[src/rtl/jab_pkg.sv]
package jab_pkg;
  typedef enum logic {
    ST_PASS = 1'b0,
    ST_JAB  = 1'b1
  } jab_state_e;
endpackage

[src/rtl/jab_dur_timer.sv]
// Counts ticks of one transmission; flags the tick that exceeds the limit.
module jab_dur_timer #(
  parameter int LIMIT_TICKS = 50
) (
  input  logic clk,
  input  logic rst_n,
  input  logic tick,
  input  logic tx_en,
  input  logic clear,
  output logic trip
);
  localparam int W = $clog2(LIMIT_TICKS + 1) + 1;
  localparam logic [W-1:0] LIM_C = W'(LIMIT_TICKS);

  logic [W-1:0] cnt_q, cnt_d;
  logic         txq_q, txq_d;
  logic         rise;

  assign rise = tx_en & ~txq_q;
  assign trip = ~clear & tx_en & ~rise & tick & (cnt_q == LIM_C);

  always_comb begin
    txq_d = tx_en;
    cnt_d = cnt_q;
    if (clear || !tx_en || rise) begin
      cnt_d = '0;
    end else if (tick) begin
      cnt_d = (cnt_q == LIM_C) ? '0 : cnt_q + 1'b1;
    end
  end

  always_ff @(posedge clk or negedge rst_n) begin
    if (!rst_n) begin
      cnt_q <= '0;
      txq_q <= 1'b0;
    end else begin
      cnt_q <= cnt_d;
      txq_q <= txq_d;
    end
  end
endmodule

[src/rtl/jab_hold_timer.sv]
// Counts ticks spent in jabber; flags the tick that ends the hold.
module jab_hold_timer #(
  parameter int HOLD_TICKS = 500
) (
  input  logic clk,
  input  logic rst_n,
  input  logic tick,
  input  logic run,
  output logic done
);
  localparam int W = $clog2(HOLD_TICKS + 1) + 1;
  localparam logic [W-1:0] END_C = W'(HOLD_TICKS - 1);

  logic [W-1:0] cnt_q, cnt_d;

  assign done = run & tick & (cnt_q == END_C);

  always_comb begin
    cnt_d = cnt_q;
    if (!run || done) begin
      cnt_d = '0;
    end else if (tick) begin
      cnt_d = cnt_q + 1'b1;
    end
  end

  always_ff @(posedge clk or negedge rst_n) begin
    if (!rst_n) cnt_q <= '0;
    else        cnt_q <= cnt_d;
  end
endmodule

[src/rtl/jab_fsm.sv]
module jab_fsm
  import jab_pkg::*;
(
  input  logic clk,
  input  logic rst_n,
  input  logic trip,
  input  logic hold_done,
  input  logic dis,
  output logic in_jab
);
  jab_state_e st_q, st_d;

  always_comb begin
    st_d = st_q;
    case (st_q)
      ST_PASS: if (trip && !dis)       st_d = ST_JAB;
      ST_JAB:  if (dis || hold_done)   st_d = ST_PASS;
      default:                         st_d = ST_PASS;
    endcase
  end

  always_ff @(posedge clk or negedge rst_n) begin
    if (!rst_n) st_q <= ST_PASS;
    else        st_q <= st_d;
  end

  assign in_jab = (st_q == ST_JAB);
endmodule

[src/rtl/tx_jabber_guard.sv]
module tx_jabber_guard #(
  parameter int LIMIT_TICKS = 50,
  parameter int HOLD_TICKS  = 500
) (
  input  logic clk,
  input  logic rst_n,
  input  logic ms_tick,
  input  logic tx_en,
  input  logic jab_disable,
  output logic tx_gate,
  output logic lpbk_gate,
  output logic col_force,
  output logic jab_active
);
  logic in_jab, trip, hold_done;

  jab_dur_timer #(.LIMIT_TICKS(LIMIT_TICKS)) u_dur (
    .clk(clk), .rst_n(rst_n), .tick(ms_tick), .tx_en(tx_en),
    .clear(in_jab | jab_disable), .trip(trip)
  );

  jab_hold_timer #(.HOLD_TICKS(HOLD_TICKS)) u_hold (
    .clk(clk), .rst_n(rst_n), .tick(ms_tick), .run(in_jab), .done(hold_done)
  );

  jab_fsm u_fsm (
    .clk(clk), .rst_n(rst_n), .trip(trip), .hold_done(hold_done),
    .dis(jab_disable), .in_jab(in_jab)
  );

  assign tx_gate    = ~in_jab;
  assign lpbk_gate  = ~in_jab;
  assign col_force  = in_jab;
  assign jab_active = in_jab;
endmodule

[config.mk]
export PLATFORM = sky130hd
export DESIGN_NAME = tx_jabber_guard
export DESIGN_NICKNAME = d
export VERILOG_FILES = /design/src/rtl/jab_pkg.sv /design/src/rtl/jab_dur_timer.sv /design/src/rtl/jab_hold_timer.sv /design/src/rtl/jab_fsm.sv /design/src/rtl/tx_jabber_guard.sv
export SDC_FILE = /design/constraint.sdc
export NUM_CORES = 1
export LEC_CHECK = 0
export BUFFER_PORTS_ARGS = -buffer_cell sky130_fd_sc_hd__buf_4
export CAP_MARGIN = 20
export CORE_MARGIN = 3
export CORE_UTILIZATION = 56
export CTS_CLUSTER_SIZE = 10
export DETAILED_ROUTE_END_ITERATION = 6
export HOLD_SLACK_MARGIN = 0.08
export PLACE_DENSITY = 0.76
export SLEW_MARGIN = 40
export SYNTH_ARGS = -nofsm -noshare
export SYNTH_HDL_FRONTEND = slang
export SYNTH_SLANG_ARGS = --single-unit
export TNS_END_PERCENT = 5
[constraint.sdc]
create_clock -name clk -period 2.15 [get_ports clk]
set_clock_uncertainty 0.15 [all_clocks]
set_input_delay 0.1075 -clock clk [delete_from_list [all_inputs] [get_ports clk]]
set_output_delay 0.1075 -clock clk [all_outputs]
set_load 0.02 [all_outputs]
== Word level (Yosys, flattened, before mapping) ==
Cells that the tools add are included.

* Bits in registers: 19
* Output and inout bits: 4
* Input bits: 5

* $add $sub $neg: 2
* Eq/ne operators: 2
* Reduce and logical (&&, ||, !) cells: 10
* Multiplexer cells: 8
* Bitwise operators: 12

{| class="wikitable"
|+ Operators with widths
! operator !! number
|-
| $mux 7 || 3
|-
| $mux 10 || 2
|-
| $add 10x1->10 const B || 1
|-
| $eq 10x9->1 const B || 1
|-
| $add 7x1->7 const B || 1
|-
| $and 1x1->1 || 7
|-
| $eq 7x6->1 const B || 1
|-
| $logic_or 1x1->1 || 4
|-
| $not 1->1 || 4
|-
| $reduce_bool 2->1 || 2
|-
| $logic_not 1->1 || 3
|-
| $mux 1 || 2
|-
| $pmux 1 s2 || 1
|-
| $logic_and 1x1->1 || 1
|-
| $or 1x1->1 || 1
|}

== Longest topological paths before layout ==
Gate-level depths: netlist of run 1.

* Word-level depth: 9
* Depth in mapped cells: 6

== Modules after synthesis ==
Synthesis of run 1 repeated with hierarchy kept, for this count alone.

* Cell total of the unflattened synthesis: 109
* Area total of the unflattened synthesis: 1087.3 um2

{| class="wikitable"
|+ By module, submodules not included
! module !! instances !! area each (um2) !! cells each !! seq. area each (um2)
|-
| jab_hold_timer || 1 || 584.3 || 56 || 250.2
|-
| jab_dur_timer || 1 || 441.7 || 46 || 200.2
|-
| jab_fsm || 1 || 36.3 || 3 || 25.0
|-
| tx_jabber_guard || 1 || 25.0 || 4 || 0.0
|}

== Worst setup path before layout of run 1 ==
No wires, ideal clock.

* Path type: register -> register
* Start: register u_dur.cnt_q[0]
* End: register u_fsm.st_q, in the netlist u_fsm.in_jab
* Arrival time: 1.258 ns
* Path slack: 0.641 ns
* Data required time: 1.899 ns
* Stages on the path, launching flop included: 6
* Period minus slack after synthesis: 1.509 ns
* Buffers on the path: 0
* Path through: dfrtp_1 inv_1 ha_1 nor4b_1 nand3_1 o32ai_1

* Word-level cells in the longest chain between the ends: 5

{| class="wikitable"
|+ Ends and longest elaborated chain
! what !! line !! source
|-
| start: declaration || jab_dur_timer.sv:15 || <nowiki>logic [W-1:0] cnt_q, cnt_d;</nowiki>
|-
| start signal: assignment || jab_dur_timer.sv:37 || <nowiki>cnt_q <= cnt_d;</nowiki>
|-
| $eq 7x6->1 || jab_dur_timer.sv:20 || <nowiki>assign trip = ~clear & tx_en & ~rise & tick & (cnt_q == LIM_C);</nowiki>
|-
| $and 1x1->1 || jab_dur_timer.sv:20 ||
|-
| $logic_and 1x1->1 || jab_fsm.sv:16 || <nowiki>ST_PASS: if (trip && !dis) st_d = ST_JAB;</nowiki>
|-
| $mux 1 || jab_fsm.sv:16 ||
|-
| $pmux 1 s2 || jab_fsm.sv:15 || <nowiki>case (st_q)</nowiki>
|-
| net u_fsm.st_d || jab_fsm.sv:11 || <nowiki>jab_state_e st_q, st_d;</nowiki>
|-
| end signal: assignment || jab_fsm.sv:24 || <nowiki>else st_q <= st_d;</nowiki>
|-
| end: declaration || jab_fsm.sv:11 ||
|}

The timed path passes the listed nets, and every way through them passes these cells.
A chain may end at the register's enable or synchronous reset.

== Worst setup path in the final report of run 1 ==
Ends and elaborated chain as after synthesis.

==> qor.tcl, run 1 <==
set qor(synth_cell_type_count) 25
set qor(worst-slew-pin-transition_ns) 0.406
set qor(firstDrtPassIters) 4
set qor(cts.sink_count) 19
set qor(slew_headroom_pct) 72.9
set qor(layout_area_growth_over_synthesis_pct) 13.3
set qor(number_of_antenna_diodes) 0
set qor(crit_buf_inv) 1
set qor(total_area_of_multi_input_combinational_cells_um2) 460
set qor(pwr-share-clk_pct) 31.6
set qor(first_global_vias) 682
set qor(finalWorstPathRequiredPeriod_ns) 1.66
set qor(p_int_uw) 444
set qor(io_buffers) 8
set qor(width_of_the_die_um) 47.6
set qor(grt.overflow.total) 0
set qor(worstPathCellList) {inv_1 > ha_1 > nor4b_1 > nand3_1 > o32ai_1}
set qor(insertion_delay_ns) 0.30
set qor(design_power_total_uw) 569
set qor(drt_iter0_markers) 20
set qor(final_net_count) 128
set qor(route.antenna.remaining_nets) 0
set qor(maxCapViolations) 0
set qor(synth.area.top_cells) {dfrtp_1 (49%), nand3_1 (6.2%), nor2_1 (6.2%)}
set qor(die_height_um) 47.6
set qor(grt_usage_pct) 18.4
set qor(worst_hold_path_class) {in2async}
set qor(route.vias.total) 778
set qor(yosys_warning_total) 0
set qor(cp_slowest_stage_delay_ns) 0.43
set qor(synth_largest_area_cell) {dfrtp_1}
set qor(postSynthRegisterBits) 19
set qor(seqCellArea_um2) 475
set qor(routed_via_density) 5.76
set qor(grt_pass1_wl_um) 2860
set qor(layout_common_cells) {dfrtp_1 (19), nor2_1 (16), nand2_1 (13), nand3_1 (12), buf_4 (8)}
set qor(detail_route.drc_violations) 0
set qor(tritoncts.num_buffers) 3
set qor(critical-path-slowest-cell) {dfrtp_1}
set qor(place_congestion) 0.850
set qor(drt_wl_total_um) 1770
set qor(wl_per_cell_um) 13.1
set qor(share_of_total_power_consumed_by_net_switching_pct) 21.9
set qor(timing.setup.tns_ns) 0
set qor(timing.critical_path.to_type) {flop}
set qor(net-switching-power_uw) 125
set qor(io-pin-count) 9
set qor(synth-seq-area-share_pct) 49.0
set qor(most_common_cell_after_layout_fill_and_taps_aside) {dfrtp_1}
set qor(status) {complete, no violations}
set qor(pwr-share-seq_pct) 63.2
set qor(synthCells) 105
set qor(post_cts.resized_instances) 0
set qor(path_clk_slew_ns) 0.10
set qor(power.combinational.fraction_pct) 5.2
set qor(drive_gt1_share_pct) 11.8
set qor(power_density_mw_per_mm2) 518
set qor(final_min_period_over_clock_period_pct) 77.3
set qor(avgSynthCellArea_um2) 9.24
set qor(proportion_of_netlist_area_held_by_the_largest_area_contributor_pct) 49.0
set qor(cp_top_family) {simple AND/OR/NAND/NOR gates}
set qor(data_required_time_at_the_worst_endpoint_ns) 2.21
set qor(finalSetupViolCount) 0
set qor(synth_fp_nets) 113
set qor(place.detailed.hpwl_um) 1270
set qor(slew_viol_final) 0
set qor(area_of_the_core_region_mm2) 0.00156
set qor(syn-cell-area_um2) 970
set qor(grt_setup_unrepaired) {false}
set qor(core.rowCount) 14
set qor(clock-root-buffer) {clkbuf_4}
set qor(peakVddDrop_v) 0.000414
set qor(ctsHtreeMaxLevel) 1
set qor(clock_tree_from_tritoncts) {yes}
set qor(fmax_ghz) 0.602
set qor(dieArea_mm2) 0.00227
set qor(final_hold_viol_count) 0
set qor(timing.setup.critical_path_class) {reg2reg}
set qor(max-clock-path-buffers) 2
set qor(crit_fanout) 6
set qor(num-fill-cells) 127
set qor(grt_antenna_before_repair) 0
set qor(grt_start_max_net_pins) 20
set qor(floorplan.initialDensity_pct) 62.2
set qor(setup.worst_path.start_class) {flop}
set qor(leakagePower_nw) 0.467
set qor(critical_path_arrival_ns) 1.72
## repair_timing
item	in CTS	in global routing
setup endpoints to repair	0	0
hold buffers	5	0
setup buffers	0	0
hold endpoints to repair	26	0
## registers in the layout, indices dropped and copies added, names as in the netlist
name and count:
u_dur.cnt_q 7, u_dur.txq_q 1, u_fsm.in_jab 1, u_hold.cnt_q 10
## Yosys cell counts
library cell / instances
nor2_1: 16
a21oi_1: 4
mux2i_1: 1
inv_1: 3
and2_1: 1
nand3b_1: 2
o21bai_1: 1
a31oi_1: 3
nand2_2: 1
xnor2_1: 4
or4_1: 1
dfrtp_1: 19
o21ai_0: 2
and3_1: 1
xor2_1: 5
o21ai_2: 1
nand4_1: 3
nand2_1: 13
o32ai_1: 1
o211ai_1: 1
ha_1: 3
nor3_1: 3
buf_4: 3
nand3_1: 12
nor4b_1: 1
## cell families (layout without fill, tap and decap cells)
kind of cell             count (synthesis)  in the layout  share of synthesized area, %
adder cells (fa/ha/maj)                  3              3                          3.87
XOR/XNOR                                 9              9                          8.13
multiplexers                             1              1                          1.03
AND/OR/NAND/NOR                         54             54                          26.1
flip-flops                              19             19                          49.0
buffers and inverters                    6             20                          3.48
AO/OA/AOI/OAI                           13             13                          8.39
## metrics by stage
step | setup WS, ns | area [um^2] | util, % | hold slack, ns | std cells
floorplan | 0.641 | 970 | - | -0.338 | 105
global placement | 0.553 | 1030 | 65.9 | -0.162 | 126
detailed placement | 0.510 | 1030 | 65.9 | -0.158 | 126
CTS | 0.448 | 1100 | 70.8 | 0.308 | 135
global route | 0.343 | 1100 | 70.5 | 0.231 | 135
finish | 0.489 | 1100 | 70.5 | 0.207 | 135
## area by class of cell
type	count	share of cell area, %
Multi-Input combinational cell	80	41.9
Clock buffer	4	2.39
Timing Repair Buffer	13	9.57
Inverter	3	1.03
Tap cell	16	1.82
Sequential cell	19	43.3
## layer usage
layer / up-vias / wire, um / GRT usage, %
met3: 5 / 77 / 2.26
met4: 0 / 44 / 11.8
li1: 390 / - / -
met2: 16 / 713 / 25.4
met5: - / 0 / 0
met1: 367 / 933 / 26.9
## power by group through the flow
stage	Combinational, mW	Sequential [mW]	Clock [mW]
floorplan	0.00951	0.367	0
global placement	0.0234	0.367	0
detailed placement	0.0237	0.367	0
CTS	0.0310	0.360	0.186
global route	0.0335	0.360	0.204
finish	0.0297	0.360	0.180
## worst paths after layout
kind	startpoint	endpoint	slack (ns)	depth (start not counted)
worst max-delay path	u_dur.cnt_q[0]$_DFFE_PN0P_	u_fsm.in_jab$_DFF_PN0_	0.49	5
worst min-delay path	rst_n	u_fsm.in_jab$_DFF_PN0_	0.21	3
worst max register to register	u_dur.cnt_q[0]$_DFFE_PN0P_	u_fsm.in_jab$_DFF_PN0_	0.49	5
worst min register to register	u_dur.cnt_q[4]$_DFFE_PN0P_	u_dur.cnt_q[4]$_DFFE_PN0P_	0.41	1
max in group asynchronous	rst_n	u_hold.cnt_q[0]$_DFFE_PN0P_	1.36	3
min in group clk	tx_en	u_dur.txq_q$_DFF_PN0_	0.32	2
## worst min-delay path, cell delays in order
cell           delay (ns)
dlygate4sd3_1        0.53
buf_4                0.10
buf_2                0.35
(Power assumes the default switching activity.)
==> inputs of run 2 (changes only) <==
--- a/config.mk
+++ b/config.mk
@@ -5,14 +5,15 @@
 export SDC_FILE = /design/constraint.sdc
 export NUM_CORES = 1
 export LEC_CHECK = 0
+export ABC_AREA = 1
 export BUFFER_PORTS_ARGS = -buffer_cell sky130_fd_sc_hd__buf_4
 export CAP_MARGIN = 20
 export CORE_MARGIN = 3
-export CORE_UTILIZATION = 56
+export CORE_UTILIZATION = 57
 export CTS_CLUSTER_SIZE = 10
 export DETAILED_ROUTE_END_ITERATION = 6
 export HOLD_SLACK_MARGIN = 0.08
-export PLACE_DENSITY = 0.76
+export PLACE_DENSITY = 0.77
 export SLEW_MARGIN = 40
 export SYNTH_ARGS = -nofsm -noshare
 export SYNTH_HDL_FRONTEND = slang
==> constraint.sdc (replaced) <==
create_clock -name clk -period 1.6 [get_ports clk]
set_clock_uncertainty 0.15 [all_clocks]
set_input_delay 0.08 -clock clk [delete_from_list [all_inputs] [get_ports clk]]
set_output_delay 0.08 -clock clk [all_outputs]
set_load 0.02 [all_outputs]
==> run 2 against run 1 <==
Effect of this change:
- area after synthesis rose by 13%
- cell count rose by 36%
- clock power rose by 32%
==> qor.tcl, run 2 <==
set qor(status) {complete, no violations} ;# unchanged
set qor(synth_adder_area_share_pct) 3.43 ;# was 3.87%
set qor(grt_setup_unrepaired) {false} ;# unchanged
set qor(yosys_warning_total) 0 ;# unchanged
set qor(synth.area.top_cells) {dfrtp_1 (43%), nand2_1 (13%), nor2_1 (6.9%)} ;# was dfrtp_1 (49%), nand3_1 (6.2%), nor2_1 (6.2%)
set qor(path_clk_slew_ns) 0.11 ;# was 0.10 ns
set qor(slew_viol_final) 0 ;# unchanged
set qor(layout.core_utilization_pct) 70.7 ;# was 70.5%
set qor(post_synth_most_frequent_cells) {nand2_1 (39), nor2_1 (20), dfrtp_1 (19)} ;# was dfrtp_1 (19), nor2_1 (16), nand2_1 (13)
set qor(synthCells) 143 ;# was 105
set qor(place_congestion) 0.827 ;# was 0.850
set qor(timing.setup.critical_path_class) {reg2reg} ;# unchanged
set qor(timing.critical_path.to_type) {flop} ;# unchanged
set qor(synth.area.mux_share_pct) 0 ;# was 1.03%
set qor(post-synth-top-count-cell) {nand2_1} ;# was dfrtp_1
set qor(hold_slack_ns) 0.300 ;# was 0.207 ns
set qor(largest_reg_flops) 10 ;# unchanged
set qor(proportion_of_netlist_area_held_by_the_largest_area_contributor_pct) 43.4 ;# was 49.0%
set qor(layout_common_cells) {nand2_1 (39), nor2_1 (20), dfrtp_1 (19), inv_1 (17), nand3_1 (13)} ;# was dfrtp_1 (19), nor2_1 (16), nand2_1 (13), nand3_1 (12), buf_4 (8)
set qor(detail_route.drc_violations) 0 ;# unchanged
set qor(grt_antenna_before_repair) 0 ;# unchanged
set qor(fraction_of_the_mapped_netlist_area_in_compound_gates_pct) 3.66 ;# was 8.39%
set qor(avgSynthCellArea_um2) 7.66 ;# was 9.24 um^2
set qor(first_global_vias) 942 ;# was 682
set qor(largest_registers_in_the_final_layout) {u_hold.cnt_q: 10 flops, u_dur.cnt_q: 7 flops} ;# unchanged
set qor(postSynthRegisterBits) 19 ;# unchanged
set qor(final_area_mm2) 0.00125 ;# was 0.00110 mm^2
set qor(synth_top_family_by_area) {simple AND/OR/NAND/NOR gates} ;# unchanged
set qor(post-cts-setup-buffer-count) 0 ;# unchanged
set qor(finalWorstPathRequiredPeriod_ns) 1.40 ;# was 1.66 ns
set qor(die_height_um) 49.8 ;# was 47.6 um
set qor(insertion_delay_ns) 0.28 ;# was 0.30 ns
set qor(cp_slowest_stage_delay_ns) 0.42 ;# was 0.43 ns
set qor(routed_via_density) 5.04 ;# was 5.76
set qor(clock_tree_from_tritoncts) {yes} ;# unchanged
set qor(crit_fanout) 4 ;# was 6
set qor(place.detailed.hpwl_um) 1520 ;# was 1270 um
set qor(post_cts.resized_instances) 0 ;# unchanged
set qor(grt_start_max_net_pins) 20 ;# unchanged
set qor(critical_path_arrival_ns) 1.47 ;# was 1.72 ns
set qor(route.vias.total) 922 ;# was 778
set qor(synth-xor-area-share_pct) 4.80 ;# was 8.13%
set qor(drt_wl_total_um) 2160 ;# was 1770 um
set qor(drt_iter0_markers) 14 ;# was 20
set qor(critical-path-slowest-cell) {dfrtp_1} ;# unchanged
set qor(route.antenna.remaining_nets) 0 ;# unchanged
set qor(leakagePower_nw) 0.563 ;# was 0.467 nW
set qor(final_net_count) 167 ;# was 128
set qor(worstPathCellList) {ha_1 > nand3_1 > nor2_1 > nand3_1 > nand2_1 > nand2_1 > nor2_1} ;# was inv_1 > ha_1 > nor4b_1 > nand3_1 > o32ai_1
set qor(layout_area_growth_over_synthesis_pct) 13.9 ;# was 13.3%
set qor(firstDrtPassIters) 6 ;# was 4
set qor(finalSetupViolCount) 0 ;# unchanged
set qor(io-pin-count) 9 ;# unchanged
set qor(synth_largest_area_cell) {dfrtp_1} ;# unchanged
set qor(worst_hold_path_class) {in2reg} ;# was in2async
set qor(syn-cell-area_mm2) 0.00109 ;# was 970 um^2
set qor(postSynth.asyncResetShare_pct) 100 ;# unchanged
set qor(synth-seq-area-share_pct) 43.4 ;# was 49.0%
set qor(clock-root-buffer) {clkbuf_4} ;# unchanged
set qor(cts.sink_count) 19 ;# unchanged
set qor(grt_usage_pct) 20.5 ;# was 18.4%
set qor(synth_fp_nets) 151 ;# was 113
set qor(data_required_time_at_the_worst_endpoint_ns) 1.68 ;# was 2.21 ns
set qor(crit_buf_inv) 0 ;# was 1
set qor(floorplan.initialDensity_pct) 62.1 ;# was 62.2%
set qor(width_of_the_die_um) 49.8 ;# was 47.6 um
set qor(io_buffers) 8 ;# unchanged
set qor(synth_edf_count) 0 ;# unchanged
set qor(most_common_cell_after_layout_fill_and_taps_aside) {nand2_1} ;# was dfrtp_1
set qor(peakVddDrop_v) 0.000519 ;# was 0.000414 V
set qor(ctsHoldBuffers) 5 ;# unchanged
set qor(synth_cell_type_count) 22 ;# was 25
set qor(grt.overflow.total) 0 ;# unchanged
set qor(wl_per_cell_um) 11.8 ;# was 13.1 um
set qor(ctsHtreeMaxLevel) 1 ;# unchanged
set qor(power_density_mw_per_mm2) 614 ;# was 518 mW/mm^2
set qor(dpl_cell_area_mm2) 0.00117 ;# was 0.00103 mm^2
set qor(synth-simple-area-share_pct) 36.5 ;# was 26.1%
set qor(timing.setup.tns_ns) 0 ;# unchanged
set qor(cp_top_family) {simple AND/OR/NAND/NOR gates} ;# unchanged
set qor(fmax_ghz) 0.716 ;# was 0.602 GHz
set qor(max-clock-path-buffers) 2 ;# unchanged
set qor(core.rowCount) 15 ;# was 14
set qor(final_hold_viol_count) 0 ;# unchanged
set qor(grt_pass1_wl_um) 4000 ;# was 2860 um
set qor(worst-slew-pin-transition_ns) 0.283 ;# was 0.406 ns
set qor(number_of_antenna_diodes) 0 ;# unchanged
set qor(slew_headroom_pct) 81.1 ;# was 72.9%
set qor(final_min_period_over_clock_period_pct) 87.3 ;# was 77.3%
set qor(synth-main-ff-cell) {dfrtp_1} ;# unchanged
set qor(dieArea_mm2) 0.00248 ;# was 0.00227 mm^2
set qor(drive_gt1_share_pct) 13.9 ;# was 11.8%
set qor(setup.worst_path.start_class) {flop} ;# unchanged
set qor(tritoncts.num_buffers) 3 ;# unchanged
set qor(area_of_the_core_region_mm2) 0.00176 ;# was 0.00156 mm^2
set qor(maxCapViolations) 0 ;# unchanged
set qor(register_ranked_first_by_flip_flop_count) {u_hold.cnt_q} ;# unchanged
-- run 2: changes by cell type after synthesis, moves of 2 or more --
cell     previous run  this run
a21oi_1             4         2
a31oi_1             3         0
inv_1               3        17
nand2_1            13        39
nor2_1             16        20
nor2_2              0         3
nor3_1              3         0
o21ai_1             0         5
xor2_1              5         2
-- run 2: layout make-up --
class                      count  area [um^2]
multi-input combinational    103          529
clock buffer                   4         26.3
timing repair buffer          14          118
sequential                    19          475
inverter                      18         67.6
tap                           25         31.3
fill                         173          517
-- run 2: cells by family (layout without fill, tap and decap cells) --
| group | after synthesis | in the layout |
|---|---|---|
| AO/OA/AOI/OAI | 8 | 8 |
| XOR/XNOR | 6 | 6 |
| adder cells (fa/ha/maj) | 3 | 3 |
| buffers and inverters | 21 | 36 |
| flip-flops | 19 | 19 |
| AND/OR/NAND/NOR | 86 | 86 |
-- run 2: report_power, final --
part	switching, mW	internal, mW
registers	0.00160	0.482
clock network	0.140	0.0966
logic	0.0270	0.0186
-- run 2: final timing paths --
path / from / end / slack, ns / depth (start not counted)
setup reg to reg: u_hold.cnt_q[0]$_DFFE_PN0P_ / u_hold.cnt_q[8]$_DFFE_PN0P_ / 0.20 / 7
setup / recovery: u_hold.cnt_q[0]$_DFFE_PN0P_ / u_hold.cnt_q[8]$_DFFE_PN0P_ / 0.20 / 7
hold / removal: tx_en / u_dur.txq_q$_DFF_PN0_ / 0.30 / 2
hold reg to reg: u_dur.cnt_q[0]$_DFFE_PN0P_ / u_dur.cnt_q[0]$_DFFE_PN0P_ / 0.36 / 1
max in group asynchronous: rst_n / u_dur.cnt_q[0]$_DFFE_PN0P_ / 0.51 / 3
min in group asynchronous: rst_n / u_hold.cnt_q[3]$_DFFE_PN0P_ / 0.58 / 3
-- run 2: per-layer routing --
| metal | GRT usage [%] | part of all wire (%) |
|---|---|---|
| met5 | 0 | 0 |
| met4 | 5.53 | 1.4 |
| met3 | 3.02 | 1.9 |
| met2 | 38.3 | 56 |
| met1 | 24.0 | 41 |
-- run 2: through the flow --
stage	total power, mW	setup slack, ns	cells
3_5_place_dp	0.529	0.219	174
3_3_place_gp	0.528	0.279	174
2_1_floorplan	0.507	0.306	143
4_1_cts	0.775	0.198	183
5_1_grt	0.807	0.0266	183
6_report	0.766	0.203	183
